--- config.mk ---
export PLATFORM = sky130hd
export DESIGN_NAME = alu_two_level
export DESIGN_NICKNAME = d
export VERILOG_FILES = /design/src/rtl/alu_dec_pkg.sv /design/src/rtl/alu_op_decode.sv /design/src/rtl/alu_addsub.sv /design/src/rtl/alu_zero_tree.sv /design/src/rtl/alu_two_level.sv
export SDC_FILE = /design/constraint.sdc
export NUM_CORES = 1
export LEC_CHECK = 0
export BUFFER_PORTS_ARGS = -buffer_cell sky130_fd_sc_hd__buf_4
export CORE_ASPECT_RATIO = 0.7
export CORE_UTILIZATION = 45
export DETAILED_ROUTE_END_ITERATION = 8
export MAX_ROUTING_LAYER = met4
export PLACE_DENSITY_LB_ADDON = 0.25
export SYNTH_ARGS = -nofsm -noshare
export SYNTH_HDL_FRONTEND = slang
export SYNTH_SLANG_ARGS = --single-unit
--- constraint.sdc ---
create_clock -name vclk -period 25.5
set_input_delay 1.275 -clock vclk [all_inputs]
set_output_delay 1.275 -clock vclk [all_outputs]
set_load 0.03 [all_outputs]
--- src/rtl/alu_dec_pkg.sv ---
package alu_dec_pkg;

  typedef enum logic [1:0] {
    CLS_MEM    = 2'b00,
    CLS_BRANCH = 2'b01,
    CLS_REG    = 2'b10,
    CLS_RSVD   = 2'b11
  } op_class_e;

  typedef enum logic [3:0] {
    SEL_AND = 4'b0000,
    SEL_OR  = 4'b0001,
    SEL_ADD = 4'b0010,
    SEL_SUB = 4'b0110
  } alu_sel_e;

  localparam int FUNCT_W = 6;

  localparam logic [FUNCT_W-1:0] FN_ADD = 6'b100000;
  localparam logic [FUNCT_W-1:0] FN_SUB = 6'b100010;
  localparam logic [FUNCT_W-1:0] FN_AND = 6'b100100;
  localparam logic [FUNCT_W-1:0] FN_OR  = 6'b100101;

  // Bit 2 of the select distinguishes subtract from add.
  localparam int SEL_NEG_BIT = 2;

endpackage

--- src/rtl/alu_op_decode.sv ---
module alu_op_decode
  import alu_dec_pkg::*;
(
  input  logic [1:0]         op_class,
  input  logic [FUNCT_W-1:0] funct,
  output alu_sel_e           op_sel,
  output logic               illegal
);

  op_class_e cls;
  assign cls = op_class_e'(op_class);

  // Class decides first; only the register class consults funct.
  always_comb begin
    op_sel  = SEL_ADD;
    illegal = 1'b0;
    unique case (cls)
      CLS_MEM:    op_sel = SEL_ADD;
      CLS_BRANCH: op_sel = SEL_SUB;
      CLS_REG: begin
        unique case (funct)
          FN_ADD:  op_sel = SEL_ADD;
          FN_SUB:  op_sel = SEL_SUB;
          FN_AND:  op_sel = SEL_AND;
          FN_OR:   op_sel = SEL_OR;
          default: begin
            op_sel  = SEL_ADD;
            illegal = 1'b1;
          end
        endcase
      end
      default: begin
        op_sel  = SEL_ADD;
        illegal = 1'b1;
      end
    endcase
  end

endmodule

--- src/rtl/alu_addsub.sv ---
module alu_addsub #(
  parameter int DATA_W  = 64,
  parameter int CHUNK_W = 16
) (
  input  logic [DATA_W-1:0] a,
  input  logic [DATA_W-1:0] b,
  input  logic              negate,
  output logic [DATA_W-1:0] sum
);

  localparam int NCHUNK = DATA_W / CHUNK_W;

  logic [DATA_W-1:0] b_eff;
  logic [NCHUNK-1:0] carry;

  // Subtraction is A + ~B + 1: invert B and use the carry-in.
  assign b_eff    = negate ? ~b : b;
  assign carry[0] = negate;

  for (genvar i = 0; i < NCHUNK; i++) begin : g_chunk
    if (i < NCHUNK - 1) begin : g_mid
      logic [CHUNK_W:0] part;
      assign part = {1'b0, a[i*CHUNK_W +: CHUNK_W]}
                  + {1'b0, b_eff[i*CHUNK_W +: CHUNK_W]}
                  + {{CHUNK_W{1'b0}}, carry[i]};
      assign sum[i*CHUNK_W +: CHUNK_W] = part[CHUNK_W-1:0];
      assign carry[i+1] = part[CHUNK_W];
    end else begin : g_top
      // Top chunk drops its carry: results wrap modulo 2^DATA_W.
      assign sum[i*CHUNK_W +: CHUNK_W] = a[i*CHUNK_W +: CHUNK_W]
                                       + b_eff[i*CHUNK_W +: CHUNK_W]
                                       + {{(CHUNK_W-1){1'b0}}, carry[i]};
    end
  end

endmodule

--- src/rtl/alu_zero_tree.sv ---
module alu_zero_tree #(
  parameter int DATA_W = 64,
  parameter int GRP_W  = 8
) (
  input  logic [DATA_W-1:0] value,
  output logic              is_zero
);

  localparam int NGRP = DATA_W / GRP_W;

  logic [NGRP-1:0] grp_clear;

  for (genvar g = 0; g < NGRP; g++) begin : g_grp
    assign grp_clear[g] = ~|value[g*GRP_W +: GRP_W];
  end

  assign is_zero = &grp_clear;

endmodule

--- src/rtl/alu_two_level.sv ---
module alu_two_level
  import alu_dec_pkg::*;
#(
  parameter int DATA_W  = 64,
  parameter int CHUNK_W = 16,
  parameter int GRP_W   = 8
) (
  input  logic [1:0]        op_class,
  input  logic [5:0]        funct,
  input  logic [DATA_W-1:0] opnd_a,
  input  logic [DATA_W-1:0] opnd_b,
  output logic [DATA_W-1:0] result,
  output logic              zero,
  output logic              illegal_op
);

  alu_sel_e          op_sel;
  logic [DATA_W-1:0] arith;
  logic              negate;

  alu_op_decode u_dec (
    .op_class (op_class),
    .funct    (funct),
    .op_sel   (op_sel),
    .illegal  (illegal_op)
  );

  assign negate = op_sel[SEL_NEG_BIT];

  alu_addsub #(.DATA_W(DATA_W), .CHUNK_W(CHUNK_W)) u_addsub (
    .a      (opnd_a),
    .b      (opnd_b),
    .negate (negate),
    .sum    (arith)
  );

  always_comb begin
    unique case (op_sel)
      SEL_AND: result = opnd_a & opnd_b;
      SEL_OR:  result = opnd_a | opnd_b;
      default: result = arith;
    endcase
  end

  alu_zero_tree #(.DATA_W(DATA_W), .GRP_W(GRP_W)) u_zero (
    .value   (result),
    .is_zero (zero)
  );

endmodule

=== Yosys cells after proc, flatten, opt, wreduce, memory -nomap -nowiden ===
Index checks and enable logic that the tools add are counted.

* Bits in registers: 0
* Output and inout bits: 66
* Input bits: 136

* Muxes and demuxes: 6
* Reduce and logical (&&, ||, !) cells: 21
* Eq/ne operators: 7
* $add $sub $neg: 8
* Bitwise logic cells: 3

{| class="wikitable"
|+ Operators with widths
! operator !! count
|-
| 64-bit one-hot mux with 2 select lines || 1
|-
| 64-bit bitwise AND || 1
|-
| 64-bit two-way mux || 1
|-
| 64-bit NOT || 1
|-
| 64-bit OR || 1
|-
| 8-bit OR reduction || 8
|-
| 16-bit by 16-bit adder with 17-bit output || 3
|-
| 17-bit by 1-bit adder with 17-bit output || 3
|-
| 6-bit equality test (second input constant) || 4
|-
| 16-bit by 1-bit adder with 16-bit output || 1
|-
| 16-bit adder || 1
|-
| 3-bit one-hot mux with 3 select lines || 1
|-
| 1-bit zero test || 8
|-
| 4-bit one-hot mux with 2 select lines || 1
|-
| 8-bit AND reduction || 1
|-
| 4-bit by 1-bit equality test with 1-bit output (second input constant) || 1
|-
| 4-bit zero test || 1
|-
| 4-bit OR reduction || 1
|-
| 2-bit by 1-bit equality test with 1-bit output (second input constant) || 1
|-
| 2-bit equality test (second input constant) || 1
|-
| 2-bit zero test || 1
|-
| 1-bit one-hot mux with 2 select lines || 1
|-
| 2-bit OR reduction || 1
|-
| 1-bit two-way mux || 1
|}

=== Depth between registers and ports, before layout ===
* Depth in word-level cells: 13
* Mapped depth: 48
* Depth with buffers taken out: 44

=== By module ===
Synthesis repeated with hierarchy kept, for this count alone.

* Cell total of the unflattened synthesis: 641
* Area total of the unflattened synthesis: 5,383.9 sq um

{| class="wikitable"
|+ By module, submodules not included
! module !! sequential area each (sq um) !! area an instance (sq um) !! instances !! cells an instance
|-
| alu_addsub || 0.0 || 3,547.2 || 1 || 459
|-
| alu_two_level || 0.0 || 1,539.0 || 1 || 142
|-
| alu_op_decode || 0.0 || 153.9 || 1 || 19
|-
| alu_zero_tree || 0.0 || 143.9 || 1 || 21
|}

=== Worst setup path before layout ===
Ideal clock, no wire load.

* Path kind: input to output
* From: input op_class[0]
* To: output zero
* Arrival time: 13.449 ns
* Setup slack: 10.776 ns
* Data required time: 24.225 ns
* Cell stages on the path: 47
* Cell sequence: inv_1 > ha_1 > nand4bb_1 > o21a_1 > clkbuf_1 > buf_1 > clkbuf_1 > xnor2_1 > fa_1 > a21o_1 > a221oi_1 > o31a_1 > a211oi_1 > o21a_1 > o21ai_0 > nand2b_1 > fa_1 > fa_1 > [11 not listed] > a21oi_1 > a2111oi_0 > o41a_1 > a221oi_1 > nor2b_1 > o21ai_0 > nand2b_1 > fa_1 > fa_1 > a211oi_1 > or2_2 > nand3_1 > a2111oi_0 > o31ai_1 > or4b_1 > nor4_1 > nand4_1 > nor4bb_1

* Longest elaborated chain between the ends: 12
* Elaborated cells on any way between the ends: 32
* Classes of those cells: add/sub (8); eq/ne (3); mux (3); reduce/logical (18)

{| class="wikitable"
|+ RTL lines
! what !! line !! source
|-
| start: declaration || alu_two_level.sv:8 || <nowiki>input logic [1:0] op_class,</nowiki>
|-
| 2-bit equality test or 2-bit by 1-bit equality test with 1-bit output (tied branches) || alu_op_decode.sv:17 || <nowiki>unique case (cls)</nowiki>
|-
| 4-bit one-hot mux with 2 select lines (*) || alu_op_decode.sv:17 ||
|-
| 64-bit two-way mux || alu_addsub.sv:17 || <nowiki>assign b_eff = negate ? ~b : b;</nowiki>
|-
| 16-bit by 16-bit adder with 17-bit output || alu_addsub.sv:24 || <nowiki>+ {1'b0, b_eff[i*CHUNK_W +: CHUNK_W]}</nowiki>
|-
| 17-bit by 1-bit adder with 17-bit output (3 in a row) || alu_addsub.sv:25 || <nowiki>+ {{CHUNK_W{1'b0}}, carry[i]};</nowiki>
|-
| 16-bit by 1-bit adder with 16-bit output || alu_addsub.sv:32 || <nowiki>+ {{(CHUNK_W-1){1'b0}}, carry[i]};</nowiki>
|-
| 64-bit one-hot mux with 2 select lines (*) || alu_two_level.sv:38 || <nowiki>unique case (op_sel)</nowiki>
|-
| net result[58] || alu_two_level.sv:12 || <nowiki>output logic [DATA_W-1:0] result,</nowiki>
|-
| 8-bit OR reduction (*) || alu_zero_tree.sv:14 || <nowiki>assign grp_clear[g] = ~|value[g*GRP_W +: GRP_W];</nowiki>
|-
| 1-bit zero test (*) || alu_zero_tree.sv:14 ||
|-
| 8-bit AND reduction (*) || alu_zero_tree.sv:17 || <nowiki>assign is_zero = &grp_clear;</nowiki>
|-
| end: declaration || alu_two_level.sv:13 || <nowiki>output logic zero,</nowiki>
|}

The timed path passes the listed nets; every way through them passes the cells marked *.

=== Worst setup path after layout ===
* From: input op_class[0]
* To: output zero

* Longest elaborated chain between the ends: 12
* Elaborated cells on any way between the ends: 32
* Classes of those cells: add/sub (8); eq/ne (3); mux (3); reduce/logical (18)

{| class="wikitable"
|+ RTL lines
! what !! line
|-
| 2-bit equality test or 2-bit by 1-bit equality test with 1-bit output (tied branches) || alu_op_decode.sv:17
|-
| 4-bit one-hot mux with 2 select lines (*) || alu_op_decode.sv:17
|-
| 64-bit two-way mux || alu_addsub.sv:17
|-
| 16-bit by 16-bit adder with 17-bit output || alu_addsub.sv:24
|-
| 17-bit by 1-bit adder with 17-bit output (3 in a row) || alu_addsub.sv:25
|-
| 16-bit by 1-bit adder with 16-bit output || alu_addsub.sv:32
|-
| 64-bit one-hot mux with 2 select lines (*) || alu_two_level.sv:38
|-
| 8-bit OR reduction || alu_zero_tree.sv:14
|-
| 1-bit zero test || alu_zero_tree.sv:14
|-
| 8-bit AND reduction (*) || alu_zero_tree.sv:17
|}

Every way passes the cells marked *; elsewhere a longest branch is shown, timed or not.

==> out/qor.csv <==
stage,metric,value,unit
grt,vias in the first global route,6305,
critical_path,WS Path Type,input port to primary output,
critical_path,CP peak stage delay,630,ps
grt,initial antenna violation count,0,
grt,largest net degree at the start of global routing,80,
floorplan,Die X,137,um
sta,Pins Over Slew Limit,0,
critical_path,Setup crit end kind,primary output,
floorplan,Initial Utilization,0.463,
synthesis,Mapped Cells,822,
route,drt initial violations,528,
route,Post-route DRC,0,
sta,TNS Setup,0,ps
route,total length of routed wires,20900,um
worst_hold_path,Hold Crit Class,input port to primary output,
status,outcome,finished clean,
clocking,hold_buf cts,0,
sta,Worst-Margin Slew,942,ps
place,port bufs,202,
critical_path,WP data arrival,14180,ps
cells_and_area,Post-Layout Cell Count,1150,
place,GPL Wtd Cong,0.978,
cells_and_area,antenna cell count,0,
cells_and_area,Layout area overhead,27.4,%
clocking,# resized after CTS,0,
cells_and_area,nets@finish,1197,
place,placed insts,1150,
grt,total global-route track usage,0.315,
sta,endpoints failing hold,0,
synthesis,"Seq/Total Area, Yosys",0,
sta,Fin Hold WS,2920,ps
power_and_ir_drop,PD cells,45.9,mW/mm^2
cells_and_area,"most common cell after layout, fill and taps aside",buf_4,
route,routed via count,7047,
power_and_ir_drop,Comb power frac,1.000,
synthesis,YS warnings,0,
route,ANT nets after route,0,
floorplan,die boundary height,96.6,um
cells_and_area,post-route cell area,0.00733,sq mm
place,post-DP HPWL,16900,um
job,max-cap viol count,0,
route,WL per Instance,18.1,um
power_and_ir_drop,net switching power,0.204,mW
cells_and_area,most frequent cells in the layout,"buf_4 (205), xnor2_1 (83), nand2_1 (79), o21ai_0 (66), ha_1 (64)",
power_and_ir_drop,Peak VDD IR,29.8,uV
clocking,# Post-CTS Setup Buffers,0,
cells_and_area,Sequential Area,0,sq um
synthesis,syn avg cell area,7.00,sq um
floorplan,# rows,34,
cells_and_area,Filler cells,1241,
critical_path,Worst path most repeated cell,fa_1,
power_and_ir_drop,Int Pwr,0.132,mW
cells_and_area,# clk buffers,0,
route,Initial DRT Pass Iterations,5,
cells_and_area,num sequential,0,
grt,GRT Residual Overflow,0,
critical_path,largest fanout on the critical path,40,
cells_and_area,multi-input combinational cell area,0.00552,sq mm
power_and_ir_drop,leakage power,3.19,nW
critical_path,Worst Path Required,24230,ps
grt,first-pass GRT wire length,32000,um
sta,max frequency,0.0647,GHz
power_and_ir_drop,Reg power frac,0,
worst_hold_path,hold depth,3,
critical_path,slowest cell on the critical path,buf_4,
power_and_ir_drop,Sw Ratio,0.607,
sta,min cycle time layout,15460,ps
critical_path,CP Launch Type,input port,
floorplan,Die ar.,0.0132,sq mm
sta,Final period util,0.606,
sta,# setup viols final,0,
synthesis,unique cell type count in the Yosys netlist,84,
synthesis,Synth Cell Area,0.00575,sq mm
sta,Max-slew headroom,0.372,
place,dpl cell area,0.00733,sq mm
sta,RSZ-0062 raised after global routing,false,
synthesis,Mapped Nets,1029,
floorplan,IO Pins,202,
floorplan,Core Footprint,0.0124,sq mm
power_and_ir_drop,Clock power frac,0,
route,vias per inst,6.13,
cells_and_area,share of layout cells above drive strength 1,0.231,
-- final timing paths --
path	startpoint	end	slack (ps)
worst min-delay path	opnd_b[63]	result[63]	2920
worst max-delay path	op_class[0]	zero	10040
-- synthesized netlist by cell type (all sizes together), types with 7 or more instances --
master,instances,area (sq um)
a211oi,14,105
a21boi,7,52.6
a21o,23,173
a21oi,56,288
a31oi,7,43.8
buf,20,111
clkbuf,19,71.3
fa,7,140
ha,64,801
inv,17,63.8
maj3,30,305
nand2,79,297
nand2b,14,87.6
nand3,23,115
nor2,62,233
nor3,18,90.1
nor3b,10,80.1
nor4,10,62.6
o211ai,14,105
o21a,16,120
o21ai,76,384
o31ai,9,67.6
xnor2,83,727
xor2,17,149
-- metal layers --
layer / track usage / up-vias / wire, um
li1: - / 3455 / -
met1: 0.448 / 3213 / 9670
met2: 0.474 / 353 / 8820
met3: 0.0428 / 26 / 2020
met4: 0.0540 / 0 / 363
met5: - / - / 0
-- power groups by stage --
stage               clock network (mW)  registers, mW  logic (mW)
global placement                     0              0       0.329
CTS                                  0              0       0.332
floorplan                            0              0       0.218
detailed placement                   0              0       0.330
global route                         0              0       0.362
finish                               0              0       0.336
-- cells by family (layout without fill, tap and decap cells) --
| logic type | Yosys count | after routing | synth area share |
|---|---|---|---|
| muxes | 6 | 6 | 0.0107 |
| and+or+nand+nor | 269 | 269 | 0.239 |
| xor gates and xnor gates | 100 | 100 | 0.152 |
| buffers and inverters | 56 | 222 | 0.0429 |
| AOI/OAI and AO/OA | 290 | 290 | 0.338 |
| adders and majority gates | 101 | 101 | 0.217 |
-- worst max-delay path: cells and delay by family --
family | cells | cell delay (ps)
compound gates | 22 | 5680
xor+xnor | 1 | 230
fa+ha+maj | 8 | 3660
buf+inv | 4 | 980
simple gates | 12 | 2320
-- final cells by class --
cell class / instances / area share
multi-input cells: 766 / 0.754
repair buffers: 205 / 0.210
well taps: 162 / 0.0277
inverters: 17 / 0.00871
-- metrics by stage --
stage	setup WS, ps	utilization	power [mW]
after CTS	10050	0.590	0.332
after global placement	10480	0.590	0.329
after detailed placement	10100	0.590	0.330
after global routing	8950	0.590	0.362
final	10040	0.590	0.336
after floorplan	10780	-	0.218
No activity file was read; power rests on OpenSTA's default activity.
